File: src/rtl/pirq_pkg.sv
package pirq_pkg;
   typedef logic [7:0] steer_t;
   localparam steer_t STEER_RESET = 8'h80;
   localparam int     BUS_BYTES   = 4;
endpackage

File: src/rtl/pirq_cfg_regs.sv
module pirq_cfg_regs
   import pirq_pkg::*;
#(
   parameter int          N_LINES   = 4,
   parameter logic [7:0]  BASE_ADDR = 8'h60
) (
   input  logic                        clk,
   input  logic                        rst_n,
   input  logic                        wr,
   input  logic [7:0]                  addr,
   input  logic [BUS_BYTES-1:0]        be,
   input  logic [8*BUS_BYTES-1:0]      wdata,
   output logic [8*BUS_BYTES-1:0]      rdata,
   output logic [N_LINES-1:0][7:0]     steer
);
   if (N_LINES < 1 || N_LINES > BUS_BYTES) begin : g_bad_lines
      $error("pirq_cfg_regs: N_LINES must fit one bus word");
   end
   if (BASE_ADDR[1:0] != 2'b00) begin : g_bad_base
      $error("pirq_cfg_regs: BASE_ADDR must be dword aligned");
   end

   logic                     hit;
   logic [8*BUS_BYTES-1:0]   word;

   assign hit = (addr[7:2] == BASE_ADDR[7:2]);

   for (genvar b = 0; b < BUS_BYTES; b++) begin : g_byte
      if (b < N_LINES) begin : g_live
         always_ff @(posedge clk) begin
            if (!rst_n)
               steer[b] <= STEER_RESET;
            else if (wr && hit && be[b])
               steer[b] <= wdata[8*b +: 8];
         end
         assign word[8*b +: 8] = steer[b];

         assert_write_lands_R2: assert property (@(posedge clk) disable iff (!rst_n)
            (wr && hit && be[b]) |=> (steer[b] == $past(wdata[8*b +: 8])));
         assert_byte_masked_R2: assert property (@(posedge clk) disable iff (!rst_n)
            (wr && !be[b]) |=> $stable(steer[b]));
      end else begin : g_pad
         assign word[8*b +: 8] = 8'h00;
      end
   end

   assign rdata = hit ? word : '0;

   assert_miss_ignored_R3: assert property (@(posedge clk) disable iff (!rst_n)
      (wr && !hit) |=> $stable(steer));
endmodule

File: src/rtl/pirq_level_map.sv
module pirq_level_map
   import pirq_pkg::*;
#(
   parameter int N_LINES = 4,
   parameter int N_OUTS  = 16
) (
   input  logic                     clk,
   input  logic                     rst_n,
   input  logic [N_LINES-1:0]       req,
   input  logic [N_LINES-1:0][7:0]  steer,
   output logic [N_OUTS-1:0]        irq
);
   localparam int MAP_BITS = N_LINES * N_OUTS;

   if (N_OUTS < 1 || N_OUTS > 255) begin : g_bad_outs
      $error("pirq_level_map: N_OUTS must be 1..255");
   end

   logic [MAP_BITS-1:0] map_q;
   logic [MAP_BITS-1:0] map_d;
   logic [N_LINES-1:0][N_OUTS-1:0] col;

   for (genvar o = 0; o < N_OUTS; o++) begin : g_out
      for (genvar l = 0; l < N_LINES; l++) begin : g_line
         assign map_d[o*N_LINES + l] = req[l] && (steer[l] == 8'(o));
         assign col[l][o]            = map_q[o*N_LINES + l];
      end
      assign irq[o] = |map_q[o*N_LINES +: N_LINES];

      assert_out_has_source_R4: assert property (@(posedge clk) disable iff (!rst_n)
         irq[o] |-> $past(|req));
   end

   always_ff @(posedge clk) begin
      if (!rst_n) map_q <= '0;
      else        map_q <= map_d;
   end

   for (genvar l = 0; l < N_LINES; l++) begin : g_chk
      assert_single_target_R4: assert property (@(posedge clk) disable iff (!rst_n)
         $onehot0(col[l]));
      assert_disabled_silent_R5: assert property (@(posedge clk) disable iff (!rst_n)
         ({24'b0, steer[l]} >= 32'(N_OUTS)) |=> (col[l] == '0));
   end
endmodule

File: src/rtl/pirq_swizzle.sv
module pirq_swizzle #(
   parameter int N_LINES = 4,
   localparam int LW     = $clog2(N_LINES)
) (
   input  logic [7:0]    devfn,
   input  logic [LW-1:0] pin,
   output logic [LW-1:0] line
);
   if (N_LINES < 2) begin : g_bad
      $error("pirq_swizzle: N_LINES must be at least 2");
   end

   int sum;
   always_comb sum = int'(pin) + int'(devfn[7:3]) + N_LINES - 1;

   if ((N_LINES & (N_LINES - 1)) == 0) begin : g_pow2
      assign line = sum[LW-1:0];
   end else begin : g_mod
      int rem;
      always_comb rem = sum % N_LINES;
      assign line = rem[LW-1:0];
   end
endmodule

File: src/rtl/pirq_router.sv
module pirq_router
   import pirq_pkg::*;
#(
   parameter int         N_LINES   = 4,
   parameter int         N_OUTS    = 16,
   parameter logic [7:0] BASE_ADDR = 8'h60,
   localparam int        LW        = $clog2(N_LINES),
   localparam int        OW        = $clog2(N_OUTS)
) (
   input  logic                  clk,
   input  logic                  rst_n,
   input  logic [N_LINES-1:0]    pci_req,
   input  logic                  cfg_wr,
   input  logic [7:0]            cfg_addr,
   input  logic [3:0]            cfg_be,
   input  logic [31:0]           cfg_wdata,
   output logic [31:0]           cfg_rdata,
   output logic [N_OUTS-1:0]     pic_irq,
   input  logic [LW-1:0]         qry_line,
   output logic                  qry_en,
   output logic [OW-1:0]         qry_irq,
   input  logic [7:0]            swz_devfn,
   input  logic [LW-1:0]         swz_pin,
   output logic [LW-1:0]         swz_line
);
   logic [N_LINES-1:0][7:0] steer;
   steer_t                  sel;

   pirq_cfg_regs #(.N_LINES(N_LINES), .BASE_ADDR(BASE_ADDR)) i_regs (
      .clk   (clk),
      .rst_n (rst_n),
      .wr    (cfg_wr),
      .addr  (cfg_addr),
      .be    (cfg_be),
      .wdata (cfg_wdata),
      .rdata (cfg_rdata),
      .steer (steer)
   );

   pirq_level_map #(.N_LINES(N_LINES), .N_OUTS(N_OUTS)) i_map (
      .clk   (clk),
      .rst_n (rst_n),
      .req   (pci_req),
      .steer (steer),
      .irq   (pic_irq)
   );

   pirq_swizzle #(.N_LINES(N_LINES)) i_swz (
      .devfn (swz_devfn),
      .pin   (swz_pin),
      .line  (swz_line)
   );

   assign sel     = steer[qry_line];
   assign qry_en  = ({24'b0, sel} < 32'(N_OUTS));
   assign qry_irq = qry_en ? sel[OW-1:0] : '0;

   assert_route_drives_R7: assert property (@(posedge clk) disable iff (!rst_n)
      (qry_en && pci_req[qry_line]) |=> pic_irq[$past(qry_irq)]);
endmodule

File: config.mk
export PLATFORM = sky130hd
export DESIGN_NAME = pirq_router
export DESIGN_NICKNAME = d
export VERILOG_FILES = /design/src/rtl/pirq_pkg.sv /design/src/rtl/pirq_cfg_regs.sv /design/src/rtl/pirq_level_map.sv /design/src/rtl/pirq_swizzle.sv /design/src/rtl/pirq_router.sv
export SDC_FILE = /design/constraint.sdc
export NUM_CORES = 1
export LEC_CHECK = 0
export BUFFER_PORTS_ARGS = -buffer_cell sky130_fd_sc_hd__buf_2
export CAP_MARGIN = 10
export CORE_MARGIN = 1.5
export CORE_UTILIZATION = 38
export DETAILED_ROUTE_END_ITERATION = 6
export PLACE_DENSITY = 0.62
export SLEW_MARGIN = 20
export SYNTH_ARGS = -nofsm -noshare
export SYNTH_HDL_FRONTEND = slang
export SYNTH_HIERARCHICAL = 1
export SYNTH_SLANG_ARGS = --single-unit
File: constraint.sdc
create_clock -name clk -period 1.6 [get_ports clk]
set_input_delay 0.08 -clock clk [delete_from_list [all_inputs] [get_ports clk]]
set_output_delay 0.08 -clock clk [all_outputs]
set_load 0.03 [all_outputs]
==> impl_metrics.env <==
export IMPL_status="finished, violations left"
export IMPL_violations="setup timing"
export IMPL_max_slew_margin_rel_pct=73.5
export IMPL_intPower_w=0.00326
export IMPL_ir_drop_mv=0.451
export IMPL_globalplace_congestion=0.825
export IMPL_critical_path_startpoint_type="flop"
export IMPL_most_used_dff_post_synth="dfxtp_1"
export IMPL_cts_sink_count=96
export IMPL_vias_per_std_cell=5.12
export IMPL_ctsRootBufferMaster="clkbuf_8"
export IMPL_critPathMaxFanout=5
export IMPL_clkSlewWorstSetupHoldPaths_ns=0.09
export IMPL_r2r_worst_path_cells=4
export IMPL_fp_dieArea_um2=11300
export IMPL_hold_path_class="in2reg"
export IMPL_grt_setup_unrepaired="yes"
export IMPL_effective_utilization_at_floorplan_pct=39.3
export IMPL_avgSynthCellArea_um2=10.2
export IMPL_worst_hold_depth=4
export IMPL_netSwitchingPower_w=0.000967
export IMPL_worstSetupPathType="reg2out"
export IMPL_utilization_pct=53.9
export IMPL_fp_dieH_um=106
export IMPL_clock_path_buffers=2
export IMPL_worst_skew_pair_late_latency_ns=0.36
export IMPL_worst_setup_path_end_kind="output port"
export IMPL_cts_htree_levels=3
export IMPL_worst_r2r_startpoint="i_regs/steer[7]"
export IMPL_first_iteration_detailed_routing_drc_count=163
export IMPL_postSynthNetCount=461
export IMPL_synth_largest_area_cell="dfxtp_1"
export IMPL_number_of_enable_flip_flop_cells_after_synthesis=0
export IMPL_first_pass_iters=5
export IMPL_drv_slew=0
export IMPL_timing_reg2reg_setup_slack_ns=-0.01
export IMPL_power_frac_clock_pct=37.0
export IMPL_timing_final_crit_share_pct=104
export IMPL_power_share_sequential_pct=56.5
export IMPL_postSynthRegisterBits=96
export IMPL_number_of_antenna_violations_at_the_first_check_in_global_routing=0
export IMPL_critPathArrivalTime_ns=1.58
export IMPL_clock_skew_final_ns=0.0106
export IMPL_floorplan_core_area_um2=10300
export IMPL_yosysMostFrequentCell="dfxtp_1"
export IMPL_gr_total_overflow=0
export IMPL_synthTopCellsByCount="dfxtp_1 (96), nand2_1 (61), and2_1 (32), nor3_1 (32), mux2i_1 (28)"
export IMPL_synth_lib_cells_used_distinct=36
export IMPL_routed_length_per_instance_um=16.6
export IMPL_area_growth_syn_to_layout_pct=37.3
export IMPL_combinationalPowerShare_pct=6.6
export IMPL_place_hpwl_mm=8.20
export IMPL_rows=37
export IMPL_synthArstFlopShare_pct=0
export IMPL_tritoncts_clock_tree="done"
export IMPL_fin_crit_ns=1.66
export IMPL_max_clock_freq_mhz=603
export IMPL_vias=3530
export IMPL_setup_viol=6
export IMPL_synthesized_instance_count=397
export IMPL_worst_hold_startpoint="cfg_wdata[7]"
export IMPL_first_global_vias=3403
export IMPL_drive_above_1_share_pct=38.2
export IMPL_final_net_count=612
export IMPL_cts_buffers_inserted=9
export IMPL_grt_start_max_net_pins=32
export IMPL_grt_pass1_wl_mm=17.5
export IMPL_global_route_usage_total_pct=20.3
export IMPL_syn_area_um2=4050
export IMPL_yosysTopAreaCellShare_pct=47.4
export IMPL_synth_yosys_seq_area_share_pct=47.4
export IMPL_r2r_end="i_map/map_q[32]"
export IMPL_timing_hold_worst_endpoint="i_regs/steer[7]"
export IMPL_maxCapViolCount=0
export IMPL_drc=0
export IMPL_pin_slew_with_the_least_headroom_to_its_limit_ns=0.398
export IMPL_setup_slack_ns=-0.0578
export IMPL_power_w=0.00422
export IMPL_ios=118
export IMPL_ant_nets=0
export IMPL_finalHoldViolations=0
export IMPL_power_leakage_nw=2.25
export IMPL_die_x_um=106
export IMPL_synth_area_leaders="dfxtp_1 (47%), mux2i_1 (6.9%), nand2_1 (5.6%)"
export IMPL_ys_warnings_count=6
export IMPL_port_buffers=109
export IMPL_cp_data_required_time_ns=1.52
export IMPL_antenna_cells_inserted=0
export IMPL_route_final_wire_length_mm=11.4
export IMPL_swShare_pct=22.9
export IMPL_p_per_area_nw_per_um2=759
-- layout by cell type (no fill, tap or decap), types with 7 or more instances in the layout --
cell,Yosys,routed
dlygate4sd3_1,0,28
clkbuf_8,0,9
dfxtp_1,96,82
nor3_2,20,20
dfxtp_2,0,10
nand4b_1,12,12
buf_2,2,72
nand2b_1,8,8
and2_1,32,31
nor4_1,16,14
nand2_1,61,61
mux2i_1,28,28
nor3_1,32,32
inv_1,7,7
or4_1,17,17
buf_4,1,36
buf_6,7,25
-- how the worst max path moves through the flow --
stage,startpoint,endpoint,slack [ns],cells past startpoint
floorplan,cfg_addr[3],cfg_rdata[0],0.06,5
global placement,cfg_addr[3],i_regs/steer[0],-0.02,6
detailed placement,cfg_addr[3],i_regs/steer[2],-0.05,6
CTS,i_regs/steer[1],qry_irq[1],-0.04,3
global route,i_regs/steer[31],qry_irq[2],-0.11,4
finish,i_regs/steer[31],qry_irq[1],-0.06,4
-- power groups by stage --
stage	clock [W]	combinational, W	sequential, W
after global routing	0.00168	0.000302	0.00239
after global placement	0	0.000213	0.00245
final	0.00156	0.000278	0.00238
after CTS	0.00160	0.000273	0.00239
after detailed placement	0	0.000217	0.00245
after floorplan	0	0.000120	0.00245
-- timing repair --
| item | in CTS | in global routing |
|---|---|---|
| setup endpoints to repair | 37 | 38 |
| pin swaps | 7 | 7 |
| buffers inserted | 4 | 2 |
| gates resized for setup | 27 | 96 |
| hold buffers | 28 | 0 |
| hold endpoints to repair | 28 | 0 |
-- state kept, by name, indices dropped and copies added, names as in the netlist --
signal and cells:
i_map/map_q 64, i_regs/steer 32
-- final cells by class --
| cell class | instances | area (um2) |
|---|---|---|
| Fill cell | 938 | 4760 |
| Multi-Input combinational cell | 271 | 1990 |
| Sequential cell | 96 | 1950 |
| Timing Repair Buffer | 163 | 1230 |
| Tap cell | 136 | 170 |
| Clock buffer | 10 | 128 |
| Clock inverter | 6 | 67.6 |
| Inverter | 7 | 26.3 |
-- critical path, stage by stage (launching register included) --
cell	delay (ns)
dfxtp_2	0.35
and4bb_2	0.24
a22oi_2	0.32
a21boi_2	0.14
buf_6	0.17
-- stage by stage --
step           area (um2)  setup TNS [ns]  hold slack (ns)  std cells  worst slack (ns)
4_1_cts              5350          -0.116           0.0614        687           -0.0419
3_5_place_dp         4770          -0.802            0.337        639           -0.0486
2_1_floorplan        4050               0            0.222        397            0.0640
6_report             5570          -0.225           0.0773        689           -0.0578
3_3_place_gp         4770          -0.275            0.331        639           -0.0248
5_1_grt              5570          -0.828           0.0825        689            -0.111
-- kinds of logic (layout without fill, tap and decap cells) --
kind of cell | count (synthesis) | in the layout | share of synthesized area (%)
buf+inv | 30 | 186 | 4.88
fa+ha+maj | 1 | 1 | 0.309
flops | 96 | 96 | 47.4
mux | 32 | 32 | 9.14
compound gates | 10 | 10 | 1.73
simple gates | 227 | 227 | 36.0
xor+xnor | 1 | 1 | 0.586
-- per-layer routing --
layer	share of wire, %	GRT usage (%)
met5	0	0
met4	2.1	6.47
met3	5.5	4.97
met2	51	36.0
met1	41	24.1
Power figures use the tool's default switching activity.
